--- src/rtl/ram_rdpath_pkg.sv ---
package ram_rdpath_pkg;
  typedef enum logic {
    PRIO_EN  = 1'b0,
    PRIO_RST = 1'b1
  } rst_prio_e;
endpackage

--- src/rtl/ram_rdpath_mem.sv ---
module ram_rdpath_mem #(
  parameter int DATA_W = 8,
  parameter int DEPTH  = 16,
  localparam int AW    = $clog2(DEPTH)
) (
  input  logic              clk_i,
  input  logic              we_i,
  input  logic [AW-1:0]     addr_i,
  input  logic [DATA_W-1:0] wdata_i,
  output logic [DATA_W-1:0] rdata_o
);
  logic [DATA_W-1:0] mem_q [DEPTH];

  always_ff @(posedge clk_i) begin
    if (we_i) mem_q[addr_i] <= wdata_i;
  end

  // old word is visible during the write edge: read-first
  assign rdata_o = mem_q[addr_i];
endmodule

--- src/rtl/ram_rdpath_stage.sv ---
module ram_rdpath_stage #(
  parameter int                        DATA_W   = 8,
  parameter logic [DATA_W-1:0]         RST_VAL  = '0,
  parameter bit                        HAS_RST  = 1'b1,
  parameter bit                        ASYNC    = 1'b0,
  parameter ram_rdpath_pkg::rst_prio_e PRIO     = ram_rdpath_pkg::PRIO_EN
) (
  input  logic              clk_i,
  input  logic              rst_ni,
  input  logic              en_i,
  input  logic [DATA_W-1:0] d_i,
  output logic [DATA_W-1:0] q_o
);
  logic [DATA_W-1:0] q_q;

  if (!HAS_RST) begin : g_norst
    logic unused_rst;
    assign unused_rst = rst_ni;
    always_ff @(posedge clk_i) begin
      if (en_i) q_q <= d_i;
    end
  end else if (ASYNC) begin : g_async
    always_ff @(posedge clk_i or negedge rst_ni) begin
      if (!rst_ni)   q_q <= RST_VAL;
      else if (en_i) q_q <= d_i;
    end
  end else if (PRIO == ram_rdpath_pkg::PRIO_RST) begin : g_rst_prio
    always_ff @(posedge clk_i) begin
      if (!rst_ni)   q_q <= RST_VAL;
      else if (en_i) q_q <= d_i;
    end
  end else begin : g_en_prio
    // reset only acts through the enable
    always_ff @(posedge clk_i) begin
      if (en_i) q_q <= rst_ni ? d_i : RST_VAL;
    end
  end

  assign q_o = q_q;
endmodule

--- src/rtl/ram_rdpath.sv ---
module ram_rdpath #(
  parameter int                        DATA_W     = 8,
  parameter int                        DEPTH      = 16,
  parameter logic [DATA_W-1:0]         RST_VAL    = '0,
  parameter bit                        OUT_REG    = 1'b1,
  parameter bit                        FABRIC_REG = 1'b0,
  parameter bit                        ASYNC_RST  = 1'b0,
  parameter ram_rdpath_pkg::rst_prio_e RST_PRIO   = ram_rdpath_pkg::PRIO_EN,
  localparam int                       AW         = $clog2(DEPTH)
) (
  input  logic              clk_i,
  input  logic              rst_ni,
  input  logic              en_i,
  input  logic              reg_en_i,
  input  logic              we_i,
  input  logic [AW-1:0]     addr_i,
  input  logic [DATA_W-1:0] wdata_i,
  output logic [DATA_W-1:0] rdata_o
);
  import ram_rdpath_pkg::*;

  localparam bit        LatchHasRst = !(OUT_REG && FABRIC_REG);
  localparam rst_prio_e RegPrio     = (FABRIC_REG || RST_PRIO == PRIO_RST) ? PRIO_RST : PRIO_EN;

  logic [DATA_W-1:0] arr_rd;
  logic [DATA_W-1:0] latch_q;

  ram_rdpath_mem #(
    .DATA_W (DATA_W),
    .DEPTH  (DEPTH)
  ) u_mem (
    .clk_i   (clk_i),
    .we_i    (en_i & we_i),
    .addr_i  (addr_i),
    .wdata_i (wdata_i),
    .rdata_o (arr_rd)
  );

  ram_rdpath_stage #(
    .DATA_W  (DATA_W),
    .RST_VAL (RST_VAL),
    .HAS_RST (LatchHasRst),
    .ASYNC   (ASYNC_RST),
    .PRIO    (RST_PRIO)
  ) u_latch (
    .clk_i  (clk_i),
    .rst_ni (rst_ni),
    .en_i   (en_i),
    .d_i    (arr_rd),
    .q_o    (latch_q)
  );

  if (OUT_REG) begin : g_oreg
    logic [DATA_W-1:0] oreg_q;
    ram_rdpath_stage #(
      .DATA_W  (DATA_W),
      .RST_VAL (RST_VAL),
      .HAS_RST (1'b1),
      .ASYNC   (ASYNC_RST),
      .PRIO    (RegPrio)
    ) u_oreg (
      .clk_i  (clk_i),
      .rst_ni (rst_ni),
      .en_i   (reg_en_i),
      .d_i    (latch_q),
      .q_o    (oreg_q)
    );
    assign rdata_o = oreg_q;
  end else begin : g_noreg
    logic unused_reg_en;
    assign unused_reg_en = reg_en_i;
    assign rdata_o = latch_q;
  end
endmodule

--- config.mk ---
export PLATFORM = sky130hd
export DESIGN_NAME = ram_rdpath
export DESIGN_NICKNAME = d
export VERILOG_FILES = /design/src/rtl/ram_rdpath_pkg.sv /design/src/rtl/ram_rdpath_mem.sv /design/src/rtl/ram_rdpath_stage.sv /design/src/rtl/ram_rdpath.sv
export SDC_FILE = /design/constraint.sdc
export NUM_CORES = 1
export LEC_CHECK = 0
export BUFFER_PORTS_ARGS = -buffer_cell sky130_fd_sc_hd__buf_4
export CAP_MARGIN = 20
export CORE_MARGIN = 2
export CORE_UTILIZATION = 55
export CTS_BUF_LIST = sky130_fd_sc_hd__clkbuf_4 sky130_fd_sc_hd__clkbuf_8 sky130_fd_sc_hd__clkbuf_16
export DETAILED_ROUTE_END_ITERATION = 12
export PLACE_DENSITY = 0.69
export SLEW_MARGIN = 30
export SYNTH_ARGS = -nofsm -noshare
export SYNTH_HDL_FRONTEND = slang
export SYNTH_SLANG_ARGS = --single-unit
--- constraint.sdc ---
create_clock -name clk_i -period 2.3 [get_ports clk_i]
set_input_delay 0.115 -clock clk_i [delete_from_list [all_inputs] [get_ports clk_i]]
set_output_delay 0.115 -clock clk_i [all_outputs]
set_load 0.02 [all_outputs]
==> impl_metrics.ini, run 1 <==
[run_status]
status = finished clean

[layout]
regArea_mm2 = 0.00432
multi_input_area_mm2 = 0.00121
syn_to_final_growth_pct = 18.8
antenna_cells = 0
final_nets = 362
drive_gt1_frac = 0.244
n_fill_cell = 648

[yosys]
ys_top_cells_by_area = edfxtp_1, mux4_2, mux4_1, mux2i_1, nand2_1
synth_ff_type = edfxtp_1
syn_inst = 290
yosys_warnings = 0
synth_top_area_share = 0.765
ys_seq_area_frac = 0.765
synth_area_mm2 = 0.00565
ys_types = 23
synth_area_leader_cell = edfxtp_1
avgSynthCellArea_um2 = 19.5
async_reset_ff_frac = 0
ys_seq_elements = 144
synth_most_common_cell = edfxtp_1
synth_edf_count = 144
syn-num-nets = 307
synth_commonest_cells = edfxtp_1, nand2_1, mux2i_1

[worst_hold_path]
worstHoldStart = addr_i[1]
hp-class = in -> reg
hold-path-endpoint = u_latch.q_o[7]
holdPathStages = 2

[sta]
fmaxAchievable_ghz = 0.656
tns_ns = 0
skew_ns = 0.00610
tightestPinTransition_ns = 0.792
fin_crit_ns = 1.52
setup_viol = 0
relSlewSlack = 0.472
finalHoldViolCount = 0
timing.hold.ws_ns = 0.0933
min_period_over_period = 0.663
rsz0062_at_grt = no
final_max_slew_viol_count = 0

[global_route]
antenna_found_initial = 0
grt.total_usage = 0.225
grt_max_degree = 46
grt_pass1_vias = 2954
gr-total-overflow = 0
grt_pass1_wl_um = 17300

[die]
dieArea_mm2 = 0.0111
fp.dieW_um = 105
die_y_um = 105
floorplan.initialDensity = 0.558
core_region_area_mm2 = 0.0101
num_rows = 37
io_pins = 25

[route]
num_vias = 2990
dr.pass1.iters = 5
wl_um = 11600
wl_per_cell_um = 23.5
antenna_left = 0
remaining_drc_errors = 0
first_iter_violations = 298
viasPerCell = 6.06

[worst_setup_path]
required_ns = 2.53
endpoint_kind = register
cpMostUsedCell = buf_4
cp.buffers_inverters = 3
reg2reg_from = u_mem.mem_q[1][2]
crit_type = in -> reg
path_cells = dlygate4sd3_1 -> buf_4 -> nand2_1 -> or3_4 -> nor2_1 -> buf_4
r2r_setup_slack_ns = 0.82
cpMaxStageDelayCell = dlygate4sd3_1
critical_path.top_delay_family = buffers and inverters
reg2reg_depth = 3
worstReg2RegEnd = u_latch.q_o[2]
critPathLaunchType = input port
cp_data_arrival_time_ns = 1.75
cp_max_fo = 11
slowest_delay_ns = 0.54

[clock_network]
cts_resized = 0
cts_tree = done
root_buffer = clkbuf_8
cts.reportedPaths.clkPinSlew_ns = 0.06
htree_levels = 4
numCtsBuffers = 17
cts.path.max_buffers = 2
clock_latency_ns = 0.52
numClockSinks = 144
post_cts_buffers = 0
hold_buffers = 11

[power_and_ir_drop]
ir_worst_vdd_v = 0.000453
power_density_mw_per_mm2 = 882
p_leak_nw = 2.28

[placement]
routabilityCongestion = 0.846
dpl.hpwl_um = 7170
numPortBuffers = 24

[flow_run]
drv_cap = 0
## metrics by stage
stage	cells	setup WS [ns]	instance area, um2	power (mW)	util
2_1_floorplan	290	0.407	5650	3.17	-
3_3_place_gp	451	0.272	6020	3.28	0.594
3_5_place_dp	451	0.279	6020	3.29	0.594
4_1_cts	493	0.810	6720	5.97	0.662
5_1_grt	493	0.732	6720	6.11	0.662
6_report	493	0.776	6720	5.93	0.662
## cell families after synthesis
family	count (synthesis)	share of synthesized area
mux	41	0.130
compound gates	18	0.0241
simple gates	70	0.0600
flops	144	0.765
buf+inv	17	0.0208
## cell usage in the layout (no fill, tap or decap), types with 4 or more instances in the layout
cell type	count
nor3_1	4
nor2_1	14
a32oi_1	7
clkbuf_16	16
edfxtp_1	144
mux4_2	13
mux4_1	10
dlygate4sd3_1	11
mux2i_1	18
o211ai_1	7
nand2_1	26
and2_1	10
buf_4	42
nand4_1	8
## where the power goes
group          internal (mW)  switching (mW)
clock                   1.66            1.02
combinational          0.119           0.174
sequential              2.94          0.0129
## worst max path at each step
stage | start | endpoint | cells past startpoint
final | en_i | u_mem.mem_q[8][3] | 6
after global routing | en_i | u_mem.mem_q[8][3] | 6
after CTS | u_mem.mem_q[1][2] | u_latch.q_o[2] | 3
after detailed placement | addr_i[0] | u_latch.q_o[1] | 4
after global placement | addr_i[0] | u_latch.q_o[2] | 4
after floorplan | addr_i[0] | u_mem.mem_q[0][0] | 5
## per-layer routing
metal | wire length [um] | global-route usage
met1 | 4840 | 0.305
met2 | 5680 | 0.346
met3 | 853 | 0.0711
met4 | 220 | 0.0819
met5 | 0 | 0
## area by class of cell
cell class                      count  share of cell area
Timing Repair Buffer               53              0.0633
Tap cell                          136              0.0253
Multi-Input combinational cell    129               0.180
Clock inverter                     13              0.0244
Clock buffer                       18              0.0628
Sequential cell                   144               0.644
## sequential cells by signal (all words and copies together) (netlist names)
name	cells
g_oreg.u_oreg.q_o	8
u_mem.mem_q	128
u_latch.q_o	8
Note: power is estimated with default switching activity, not from simulation.
==> run 2, diff against run 1 <==
Settings changed: ABC_AREA set to 1.
Clock period 2.3 ns to 1.6 ns, I/O delays scaled along.
==> run 2 against run 1 <==
Against the previous run: power is 43% higher; utilization is 0.13 points lower; clock skew hardly changed; largest power group unchanged.
==> impl_metrics.ini, run 2 <==
[route]
dr.pass1.iters = 5
num_vias = 3915
wl_um = 12600
remaining_drc_errors = 0
viasPerCell = 5.03
first_iter_violations = 274
wl_per_cell_um = 16.2
antenna_left = 0

[clock_network]
clock_latency_ns = 0.51
cts_resized = 0
cts.reportedPaths.clkPinSlew_ns = 0.06
post_cts_buffers = 0
numCtsBuffers = 17
root_buffer = clkbuf_8
cts_tree = done
htree_levels = 4
cts.path.max_buffers = 2
numClockSinks = 144

[sta]
tightestPinTransition_ns = 0.350
timing.final.ws_setup_ns = 0.259
tns_ns = 0
rsz0062_at_grt = no
fmaxAchievable_ghz = 0.746
final_max_slew_viol_count = 0
min_period_over_period = 0.838
relSlewSlack = 0.767
timing.hold.ws_ns = 0.232
finalHoldViolCount = 0
skew_ns = 0.00595
fin_crit_ns = 1.34
setup_viol = 0

[worst_setup_path]
cp_max_fo = 9
endpoint_kind = register
required_ns = 1.82
crit_type = in -> reg
cp_data_arrival_time_ns = 1.56
critPathLaunchType = input port

[die]
floorplan.initialDensity = 0.557
dieArea_mm2 = 0.0117
num_rows = 38
fp.dieW_um = 108
core_region_area_mm2 = 0.0107
io_pins = 25
die_y_um = 108

[global_route]
use_met3 = 0.0615
grt_max_degree = 33
met2_usage = 0.378
gr-total-overflow = 0
grt_pass1_wl_um = 20200
grt.total_usage = 0.238
antenna_found_initial = 0
grt_pass1_vias = 3901
gr-max-usage-layer = met2
met1_usage = 0.324

[layout]
layout_commonest_cell = nand2_1
final_nets = 646
syn_to_final_growth_pct = 18.6
n_fill_cell = 838
layout_common_cells = nand2_1, edfxtp_1, buf_4
final_util = 0.661
layoutNonFillerInstCount = 779
antenna_cells = 0
largest_register_ffs = 128
drive_gt1_frac = 0.124
top_register = u_mem.mem_q
final_cell_area_mm2 = 0.00707

[yosys]
synth_commonest_cells = nand2_1, edfxtp_1, nor2_1
synth_ff_type = edfxtp_1
ys_top_cells_by_area = edfxtp_1, nand2_1, nor2_1, buf_2, inv_1
ys_types = 10
yosys_warnings = 0
synth_edf_count = 144
synth_area_mm2 = 0.00596
synth_top_area_share = 0.725
synth_most_common_cell = nand2_1
synth_area_leader_cell = edfxtp_1
avgSynthCellArea_um2 = 10.5
syn_inst = 569
async_reset_ff_frac = 0
ys_seq_area_frac = 0.725
ys_seq_elements = 144
syn-num-nets = 586

[power_and_ir_drop]
p_leak_nw = 3.06
power_density_mw_per_mm2 = 1200
power_mw = 8.47
ir_worst_vdd_v = 0.000832

[placement]
place_inst = 739
place_area_mm2 = 0.00641
dpl.hpwl_um = 8120
pre_cts_slack_ns = 0.194
numPortBuffers = 24
routabilityCongestion = 0.910

[flow_run]
drv_cap = 0

[worst_hold_path]
hp-class = in -> reg

[run_status]
status = finished clean
-- run 2: cell types whose count changed after synthesis, sizes merged, moves of 3 or more --
cell / delta
mux2i: -18
nor2: +21
o211ai: -7
nor3: -4
nand2: +320
and2: -10
inv: +17
nand4: -8
buf: +7
nand2b: -3
a32oi: -7
nand3: +3
mux4: -23
-- run 2: timing repair --
item / in CTS / in global routing
endpoints found under the setup margin: 0 / 0
endpoints found under the hold margin: 152 / 0
hold buffers: 11 / 0
-- run 2: final cells by class --
class | instances | area, um2 | share of cell area
flip-flops and latches | 144 | 4320 | 0.611
multi-input cells | 385 | 1450 | 0.205
repair buffers | 63 | 500 | 0.0708
clock buffers | 20 | 437 | 0.0617
well taps | 140 | 175 | 0.0248
clock inverters | 9 | 119 | 0.0168
inverters | 18 | 67.6 | 0.00955
-- run 2: path summary, 6_finish.rpt --
| path | cells past startpoint | endpoint | from | slack, ns |
|---|---|---|---|---|
| max | 7 | u_mem.mem_q[14][0] | en_i | 0.26 |
| min | 7 | u_latch.q_o[7] | addr_i[1] | 0.23 |
| max reg2reg | 8 | u_latch.q_o[3] | u_mem.mem_q[12][3] | 0.40 |
| min reg2reg | 2 | g_oreg.u_oreg.q_o[2] | u_latch.q_o[2] | 0.51 |
-- run 2: worst max-delay path, stage by stage --
cell           delay [ns]
dlygate4sd3_1        0.53
buf_4                0.18
nand2_1              0.07
inv_1                0.10
nand3_1              0.22
nor2_1               0.18
buf_4                0.20
-- run 2: power by group --
| part | internal [mW] | switching [mW] | leakage, nW |
|---|---|---|---|
| clock network | 2.37 | 1.34 | 0.273 |
| logic | 0.167 | 0.349 | 1.47 |
| registers | 4.22 | 0.0152 | 1.32 |
| total | 6.76 | 1.71 | 3.06 |
-- run 2: kinds of logic (layout without fill, tap and decap cells) --
group         after synthesis  count (layout)  synth area share
buf+inv                    40             110            0.0315
flops                     144             144             0.725
simple gates              385             385             0.243
-- run 2: per-layer routing --
| layer | up-vias | part of all wire |
|---|---|---|
| li1 | 1951 | - |
| met1 | 1833 | 0.45 |
| met2 | 114 | 0.47 |
| met3 | 17 | 0.055 |
| met4 | 0 | 0.021 |
| met5 | - | 0 |
==> run 3, diff against run 2 <==
Settings changed: PLACE_DENSITY 0.69 to 0.72.
Clock period 1.6 ns to 1.1 ns, I/O delays scaled along.
==> run 3 against run 2 <==
Against the previous run: die area did not move; critical endpoint is now u_latch.q_o[6]; design area rose by 3.4%; via count rose by 1.9%; largest cell class unchanged; largest power group unchanged; critical path type is now reg -> reg; utilization rose by 2.2 points; clock-buffer cell count fell by 2; clock skew rose by 0.0058 ns; the flow now finishes with violations (setup timing).
==> impl_metrics.ini, run 3 (synthesis gave the netlist of run 2 again) <==
[worst_setup_path]
cpMostUsedCell = nand2_2
required_ns = 1.39
critPathLaunchType = register
crit_type = reg -> reg
critical_path.top_delay_family = simple AND/OR/NAND/NOR gates
cp.depth = 8
slowest_delay_ns = 0.38
cp.buffers_inverters = 0
path_cells = nand2_2 -> nand2_2 -> nand2_2 -> nand2_2 -> nand2_2 -> nand2_1 -> nor2_1 -> nor2_1
cp_data_arrival_time_ns = 1.53
endpoint_kind = register
cpMaxStageDelayCell = edfxtp_1
r2r_setup_slack_ns = -0.14
reg2reg_depth = 8
cp_max_fo = 1

[sta]
min_period_over_period = 1.13
skew_ns = 0.0117
fin_crit_ns = 1.24
setup_viol = 15
rsz0062_at_grt = yes
timing.final.ws_setup_ns = -0.138
relSlewSlack = 0.760
fmaxAchievable_ghz = 0.808
tns_ns = -0.846
finalHoldViolCount = 0
tightestPinTransition_ns = 0.359
final_max_slew_viol_count = 0

[route]
routed-wl-met3_um = 753
wl_met1_um = 5440
dr.pass1.iters = 4
viasPerCell = 5.18
first_iter_violations = 317
num_vias = 3989
wl_met2_um = 6640
remaining_drc_errors = 0
antenna_left = 0
wl_per_cell_um = 17.0
wl_um = 13100
highest_layer = met4

[global_route]
grt.total_usage = 0.238
antenna_found_initial = 0
gr-total-overflow = 0
grt_pass1_wl_um = 19900
grt_pass1_vias = 3867
grt_max_degree = 35

[flow_run]
drv_cap = 0

[power_and_ir_drop]
power_density_mw_per_mm2 = 1720
power_mw = 12.6
p_leak_nw = 3.05
ir_worst_vdd_v = 0.00109

[layout]
final_nets = 635
syn_to_final_growth_pct = 22.7
antenna_cells = 0
final_util = 0.684
layoutNonFillerInstCount = 770
largest_register_ffs = 128
layout_commonest_cell = nand2_1
layout_common_cells = nand2_1, edfxtp_1, buf_4
drive_gt1_frac = 0.175
top_register = u_mem.mem_q

[placement]
numPortBuffers = 24
pre_cts_slack_ns = -0.219
routabilityCongestion = 0.964
place_inst = 728
dpl.hpwl_um = 8070

[run_status]
failed_checks = setup timing
status = finished, violations left

[clock_network]
cts.reportedPaths.clkPinSlew_ns = 0.06
cts.path.max_buffers = 2
htree_levels = 4
clock_latency_ns = 0.53
post_cts_buffers = 0
cts_tree = done
root_buffer = clkbuf_8
numCtsBuffers = 17
numClockSinks = 144

[die]
fp.dieW_um = 108
num_rows = 38
floorplan.initialDensity = 0.557
dieArea_mm2 = 0.0117
core_region_area_mm2 = 0.0107
die_y_um = 108
io_pins = 25

[worst_hold_path]
hp-class = in -> reg
holdPathStages = 4
-- run 3: cell count changes in the layout (fill, tap and decap cells not counted), sizes merged --
cell | previous run | this run
clkbuf | 20 | 18
clkinv | 6 | 8
buf | 52 | 41
inv | 17 | 18
clkinvlp | 1 | 2
-- run 3: through the flow --
step | hold slack (ns) | cell area (um2)
final | 0.176 | 7310
after global routing | 0.197 | 7310
after CTS | 0.155 | 7300
after detailed placement | 0.348 | 6570
after global placement | 0.337 | 6570
after floorplan | 0.154 | 6150
-- run 3: worst paths after layout --
path	startpoint	endpoint
worst max-delay path	u_mem.mem_q[12][6]	u_latch.q_o[6]
worst min-delay path	addr_i[2]	u_mem.mem_q[12][3]
worst max register to register	u_mem.mem_q[12][6]	u_latch.q_o[6]
worst min register to register	u_latch.q_o[5]	g_oreg.u_oreg.q_o[5]
-- run 3: routing by layer --
metal	vias to the layer above	GRT usage
met4	0	0.0989
met5	-	0
met2	123	0.394
met1	1907	0.300
li1	1938	-
met3	21	0.0603
-- run 3: worst register-to-register path, stage by stage, from the launching register on --
cell and delay, ns:
edfxtp_1 0.38, nand2_2 0.08, nand2_2 0.07, nand2_2 0.08, nand2_2 0.07, nand2_2 0.08, nand2_1 0.07, nor2_1 0.11
nor2_1 0.05
-- run 3: report_power, final --
group	leakage, nW	switching [mW]	internal [mW]
Clock	0.277	2.11	3.43
Combinational	1.45	0.581	0.299
Sequential	1.32	0.0264	6.14
-- run 3: final cells by class --
cell class,count,area (um2)
clock buffers,18,422
flip-flops and latches,144,4320
well taps,140,175
inverters,18,68.8
fillers,759,3380
repair buffers,52,510
multi-input cells,385,1670
clock inverters,13,145
-- run 3: timing repair --
action                                  in CTS  in global routing
pin swaps                                   12                 21
hold buffers                                11                  0
endpoints found under the hold margin      155                  0
gates resized for setup                     17                  7
endpoints found under the setup margin      16                 16
